===== src/rtl/pll_clkctl_pkg.sv =====
package pll_clkctl_pkg;
  localparam int CODE_W    = 6;
  localparam int REG_W     = CODE_W + 5;
  localparam int NPLL      = 3;
  localparam int BIT_IMM   = CODE_W;
  localparam int BIT_RELAX = CODE_W + 1;
  localparam int BIT_BFSEL = CODE_W + 2;
  localparam int BIT_BON   = CODE_W + 3;
  localparam int BIT_CON   = CODE_W + 4;
  localparam int IDX_CORE  = 0;
  localparam int IDX_B     = 1;
  localparam int IDX_C     = 2;
endpackage


===== src/rtl/lock_sync.sv =====
module lock_sync #(
  parameter int STAGES = 2
) (
  input  logic clk,
  input  logic rst,
  input  logic async_i,
  output logic sync_o,
  output logic fall_o
);
  logic [STAGES-1:0] sh_q;
  logic              prev_q;

  always_ff @(posedge clk) begin
    if (rst) begin
      sh_q   <= '0;
      prev_q <= 1'b0;
    end else begin
      sh_q   <= {sh_q[STAGES-2:0], async_i};
      prev_q <= sh_q[STAGES-1];
    end
  end

  assign sync_o = sh_q[STAGES-1];
  assign fall_o = prev_q & ~sh_q[STAGES-1];
endmodule


===== src/rtl/code_buffer.sv =====
module code_buffer #(
  parameter int                        CODE_W     = 6,
  parameter logic [CODE_W-1:0]         RESET_CODE = 6'h24,
  parameter logic [CODE_W-1:0]         CODE_MIN   = 6'h24,
  parameter logic [CODE_W-1:0]         CODE_MAX   = 6'h2D
) (
  input  logic              clk,
  input  logic              rst,
  input  logic              wr_en,
  input  logic              wr_imm,
  input  logic [CODE_W-1:0] wr_code,
  input  logic              xfer,
  output logic [CODE_W-1:0] shadow_o,
  output logic [CODE_W-1:0] applied_o,
  output logic              pending_o,
  output logic              illegal_o
);
  logic [CODE_W-1:0] shadow_q, applied_q, shadow_d, applied_d;
  logic              pending_q, illegal_q;

  always_comb begin
    shadow_d  = shadow_q;
    applied_d = applied_q;
    if (wr_en) shadow_d = wr_code;
    if (wr_en && wr_imm) applied_d = wr_code;
    else if (xfer)       applied_d = shadow_q;
  end

  always_ff @(posedge clk) begin
    if (rst) begin
      shadow_q  <= RESET_CODE;
      applied_q <= RESET_CODE;
      pending_q <= 1'b0;
      illegal_q <= (RESET_CODE < CODE_MIN) || (RESET_CODE > CODE_MAX);
    end else begin
      shadow_q  <= shadow_d;
      applied_q <= applied_d;
      pending_q <= (shadow_d != applied_d);
      illegal_q <= (shadow_d < CODE_MIN) || (shadow_d > CODE_MAX);
    end
  end

  assign shadow_o  = shadow_q;
  assign applied_o = applied_q;
  assign pending_o = pending_q;
  assign illegal_o = illegal_q;
endmodule


===== src/rtl/clk_gate_ctl.sv =====
module clk_gate_ctl #(
  parameter int NPLL = 3
) (
  input  logic            clk,
  input  logic            rst,
  input  logic [NPLL-1:0] lock_s,
  input  logic            relax,
  input  logic [NPLL-1:1] aux_on,
  output logic            core_en_o,
  output logic [NPLL-1:1] aux_en_o,
  output logic            has_locked_o
);
  logic            core_en_q, has_locked_q;
  logic [NPLL-1:1] aux_en_q;

  always_ff @(posedge clk) begin
    if (rst) begin
      core_en_q    <= 1'b0;
      has_locked_q <= 1'b0;
    end else begin
      has_locked_q <= has_locked_q | lock_s[0];
      core_en_q    <= relax ? (lock_s[0] | has_locked_q) : lock_s[0];
    end
  end

  for (genvar g = 1; g < NPLL; g++) begin : g_aux
    always_ff @(posedge clk) begin
      if (rst) aux_en_q[g] <= 1'b0;
      else     aux_en_q[g] <= aux_on[g] & lock_s[g];
    end
  end

  assign core_en_o    = core_en_q;
  assign aux_en_o     = aux_en_q;
  assign has_locked_o = has_locked_q;
endmodule


===== src/rtl/pll_clkctl_unit.sv =====
module pll_clkctl_unit
  import pll_clkctl_pkg::*;
#(
  parameter int                SYNC_STAGES = 2,
  parameter logic [CODE_W-1:0] RESET_CODE  = 6'h24,
  parameter logic [CODE_W-1:0] CODE_MIN    = 6'h24,
  parameter logic [CODE_W-1:0] CODE_MAX    = 6'h2D
) (
  input  logic              clk,
  input  logic              rst,
  input  logic              wr_en,
  input  logic [REG_W-1:0]  wr_data,
  output logic [REG_W-1:0]  rd_data,
  input  logic [NPLL-1:0]   lock_i,
  output logic [CODE_W-1:0] core_code_o,
  output logic              core_clk_en_o,
  output logic              code_pending_o,
  output logic              code_illegal_o,
  output logic              pll_b_fsel_o,
  output logic              pll_b_on_o,
  output logic              pll_c_on_o,
  output logic              pll_b_clk_en_o,
  output logic              pll_c_clk_en_o
);
  localparam int CTL_W = REG_W - CODE_W;

  logic [CTL_W-1:0]  ctl_q;
  logic [NPLL-1:0]   lock_s, lock_fall;
  logic [CODE_W-1:0] shadow;
  logic [NPLL-1:1]   aux_on, aux_en;
  logic              xfer, has_locked;

  always_ff @(posedge clk) begin
    if (rst)        ctl_q <= '0;
    else if (wr_en) ctl_q <= wr_data[REG_W-1:CODE_W];
  end

  for (genvar g = 0; g < NPLL; g++) begin : g_sync
    lock_sync #(.STAGES(SYNC_STAGES)) u_sync (
      .clk(clk), .rst(rst), .async_i(lock_i[g]),
      .sync_o(lock_s[g]), .fall_o(lock_fall[g])
    );
  end

  assign xfer = lock_fall[IDX_CORE];

  code_buffer #(
    .CODE_W(CODE_W), .RESET_CODE(RESET_CODE),
    .CODE_MIN(CODE_MIN), .CODE_MAX(CODE_MAX)
  ) u_buf (
    .clk(clk), .rst(rst), .wr_en(wr_en),
    .wr_imm(wr_data[BIT_IMM]), .wr_code(wr_data[CODE_W-1:0]),
    .xfer(xfer), .shadow_o(shadow), .applied_o(core_code_o),
    .pending_o(code_pending_o), .illegal_o(code_illegal_o)
  );

  assign aux_on[IDX_B] = ctl_q[BIT_BON-CODE_W];
  assign aux_on[IDX_C] = ctl_q[BIT_CON-CODE_W];

  clk_gate_ctl #(.NPLL(NPLL)) u_gate (
    .clk(clk), .rst(rst), .lock_s(lock_s),
    .relax(ctl_q[BIT_RELAX-CODE_W]), .aux_on(aux_on),
    .core_en_o(core_clk_en_o), .aux_en_o(aux_en), .has_locked_o(has_locked)
  );

  assign rd_data        = {ctl_q, shadow};
  assign pll_b_fsel_o   = ctl_q[BIT_BFSEL-CODE_W];
  assign pll_b_on_o     = aux_on[IDX_B];
  assign pll_c_on_o     = aux_on[IDX_C];
  assign pll_b_clk_en_o = aux_en[IDX_B];
  assign pll_c_clk_en_o = aux_en[IDX_C];
endmodule


===== config.mk =====
export PLATFORM = sky130hd
export DESIGN_NAME = pll_clkctl_unit
export DESIGN_NICKNAME = d
export VERILOG_FILES = /design/src/rtl/pll_clkctl_pkg.sv /design/src/rtl/lock_sync.sv /design/src/rtl/code_buffer.sv /design/src/rtl/clk_gate_ctl.sv /design/src/rtl/pll_clkctl_unit.sv
export SDC_FILE = /design/constraint.sdc
export NUM_CORES = 1
export LEC_CHECK = 0
export BUFFER_PORTS_ARGS = -buffer_cell sky130_fd_sc_hd__buf_2
export CORE_MARGIN = 3
export CORE_UTILIZATION = 54
export CTS_BUF_LIST = sky130_fd_sc_hd__clkbuf_16
export CTS_CLUSTER_DIAMETER = 100
export DETAILED_ROUTE_END_ITERATION = 10
export PLACE_DENSITY = 0.8
export SLEW_MARGIN = 30
export SYNTH_ARGS = -nofsm -noshare
export SYNTH_HDL_FRONTEND = slang
export SYNTH_HIERARCHICAL = 1
export SYNTH_SLANG_ARGS = --single-unit

===== constraint.sdc =====
create_clock -name clk -period 2.5 [get_ports clk]
set_clock_uncertainty 0.05 [all_clocks]
set_input_delay 0 -clock clk [delete_from_list [all_inputs] [get_ports clk]]
set_output_delay 0 -clock clk [all_outputs]
set_load 0.005 [all_outputs]

==> PnR_summary.wiki <==
{| class="wikitable"
! Metric !! Value
|-
| Unrepaired setup endpoints after global routing || no
|-
| TritonCTS clock tree || yes
|-
| Number of clock sinks || 30
|-
| Total negative slack for setup checks || 0 ns
|-
| Leakage power || 0.807 nW
|-
| Worst flop-to-flop path endpoint || u_buf/pending_o
|-
| Crit path cell chain || and2b_2 > nand2_1 > o211ai_1 > o21ai_0 > a21oi_1 > a21oi_2
|-
| ANT cells || 0
|-
| Critical path peak fanout || 14
|-
| Total congestion overflow || 0
|-
| Total core area || 2300 sq um
|-
| Post-cts resize count || 0
|-
| Setup slack of the most critical reg-to-reg path || 0.96 ns
|-
| Number of global-route vias before repair || 1137
|-
| First-pass iteration count of the detailed router || 4
|-
| Weighted congestion reported at the end of routability-driven placement || 0.787
|-
| Startpoint-to-endpoint class of the critical path || reg -> reg
|-
| Worst Path Arrival || 1.62 ns
|-
| Crit path launch || g_sync[0].u_sync/sh_q[1]
|-
| Pwr Density || 711 nW/um^2
|-
| Post-Synthesis Net Count || 159
|-
| Ratio of final minimum period to clock period || 61.5%
|-
| Origin of the critical flop-to-flop path || g_sync[0].u_sync/sh_q[1]
|-
| Clock buffers created by TritonCTS || 5
|-
| Signed area change from the synthesized netlist to the final layout || 30.2%
|-
| Buffers on Ports || 41
|-
| Clock tree root driver cell || sky130_fd_sc_hd__clkbuf_16
|-
| Filler cell count in the final layout || 177
|-
| First-pass GRT wire length || 5300 um
|-
| Most common cell after layout, fill and taps aside || sky130_fd_sc_hd__buf_2
|-
| Die footprint || 3130 sq um
|-
| Detailed Route Iter0 Violations || 30
|-
| Most used cells in the layout excluding fill and tap cells || 41 x sky130_fd_sc_hd__buf_2, 30 x sky130_fd_sc_hd__dfxtp_1, 18 x sky130_fd_sc_hd__nor2_1
|-
| Post-layout net count || 207
|-
| Worst Path Required || 2.58 ns
|-
| Mean routed wirelength per cell || 14.5 um
|-
| Outcome || finished clean
|-
| Capturing element type of the critical path || register
|-
| Maximum number of pins on one net before global-route repair || 31
|-
| Final core utilization || 76.3%
|-
| Final critical-path required period || 1.54 ns
|-
| Remaining number of nets flagged by the antenna check after routing || 0
|-
| Number of warning messages in the yosys log || 6
|-
| Antenna violations before repair || 0
|-
| DR vias || 1175
|-
| Top Ports || 42
|-
| Detailed Route WL || 3180 um
|-
| Relative slew slack || 64.9%
|-
| Standard-cell rows || 17
|-
| Fraction of final layout cells with drive strength greater than 1 || 27.2%
|-
| Worst hold-check path type || in -> reg
|-
| DR DRC count || 0
|-
| Initial core utilization || 58.6%
|-
| Post-synthesis area per instance || 9.48 sq um
|-
| Fmax || 651 MHz
|-
| Max stage delay on crit path || 0.40 ns
|-
| Maximum capacitance violations || 0
|-
| Cells on worst reg2reg path || 6
|-
| Setup-violating endpoint count in the final report || 0
|-
| Destination of the critical timing path || u_buf/pending_o
|-
| H-tree depth || 2
|-
| Final count of pins violating max slew || 0
|-
| Number of cells produced by synthesis || 142
|-
| Post-detailed-placement half-perimeter wirelength || 2080 um
|-
| Clock insertion delay at the later pin of the skew report || 0.27 ns
|-
| CP startpoint kind || register
|-
| Global Route Usage Sum || 22.0%
|-
| DIE WIDTH || 55.9 um
|-
| Max Root-Sink Buffers || 2
|-
| Actual slew at the worst max-slew pin || 0.526 ns
|-
| Worst-case vdd ir drop || 0.000575 V
|-
| Area of the mapped netlist || 1350 sq um
|-
| Vertical extent of the die || 55.9 um
|-
| Final Hold Fails || 0
|-
| Clock transition time at the flip-flop clock pins of the worst setup and hold paths || 0.05 ns
|-
| Routed vias/inst || 5.37
|-
| CP max-delay cell || sky130_fd_sc_hd__and2b_2
|}
==> what timing repair did <==
action                    in CTS  in global routing
hold endpoints to repair       9                  0
hold buffers                   9                  0
buffers inserted               0                  0
==> sequential cells by signal (all words and copies together), names as in the netlist <==
| name | count |
|---|---|
| g_sync.u_sync/prev_q | 1 |
| u_buf/pending_o | 1 |
| u_buf/shadow_o | 6 |
| g_sync.u_sync/sh_q | 6 |
| u_gate/aux_en_o | 2 |
| u_buf/applied_o | 6 |
| u_gate/core_en_o | 1 |
| u_gate/has_locked_o | 1 |
| u_buf/illegal_o | 1 |
| ctl_q | 5 |
==> report_power, final <==
group          internal, mW  switching [mW]  total, mW  leakage, nW
combinational        0.0800          0.0793      0.159        0.492
sequential            0.507          0.0259      0.532        0.248
clock                 0.361           0.193      0.554       0.0672
total                 0.948           0.298       1.25        0.807
==> worst max-delay path, delay by kind of cell (launching register included) <==
kind,cells,cell delay (ns)
simple gates,2,0.53
compound gates,4,0.50
flops,1,0.32
==> per-layer routing <==
| metal | up-vias | track usage, % | routed length (um) |
|---|---|---|---|
| li1 | 577 | - | - |
| met1 | 546 | 25.8 | 1310 |
| met2 | 46 | 38.2 | 1610 |
| met3 | 6 | 4.41 | 200 |
| met4 | 0 | 10.2 | 59 |
| met5 | - | 0 | 0 |
==> worst min path at each step <==
stage / slack (ns) / cells past startpoint / from / to
final: 0.003 / 3 / wr_data[6] / ctl_q[0]
after floorplan: 0.02 / 1 / rst / u_gate/aux_en_o[1]
after detailed placement: 0.18 / 2 / lock_i[1] / g_sync[1].u_sync/sh_q[0]
after CTS: 0.002 / 3 / wr_data[6] / ctl_q[0]
after global routing: 0.04 / 3 / wr_data[1] / u_buf/applied_o[1]
after global placement: 0.16 / 2 / lock_i[1] / g_sync[1].u_sync/sh_q[0]
==> layout make-up <==
class | count | area (sq um) | share of cell area [%]
Clock buffer | 5 | 125 | 7.14
Clock inverter | 3 | 16.3 | 0.928
Inverter | 3 | 11.3 | 0.642
Multi-Input combinational cell | 100 | 669 | 38.2
Sequential cell | 30 | 601 | 34.3
Tap cell | 28 | 35.0 | 2.00
Timing Repair Buffer | 50 | 295 | 16.8
==> metrics by stage <==
stage / hold WS [ns] / area, sq um / total power [mW] / setup slack, ns / instances
5_1_grt: 0.0428 / 1750 / 1.30 / 0.890 / 219
3_3_place_gp: 0.160 / 1520 / 0.679 / 1.08 / 202
2_1_floorplan: 0.0215 / 1350 / 0.629 / 1.10 / 142
3_5_place_dp: 0.178 / 1520 / 0.687 / 1.02 / 202
4_1_cts: 0.00155 / 1750 / 1.26 / 1.00 / 219
6_report: 0.00299 / 1750 / 1.25 / 0.963 / 219
No activity file was read; power rests on OpenSTA's default activity.
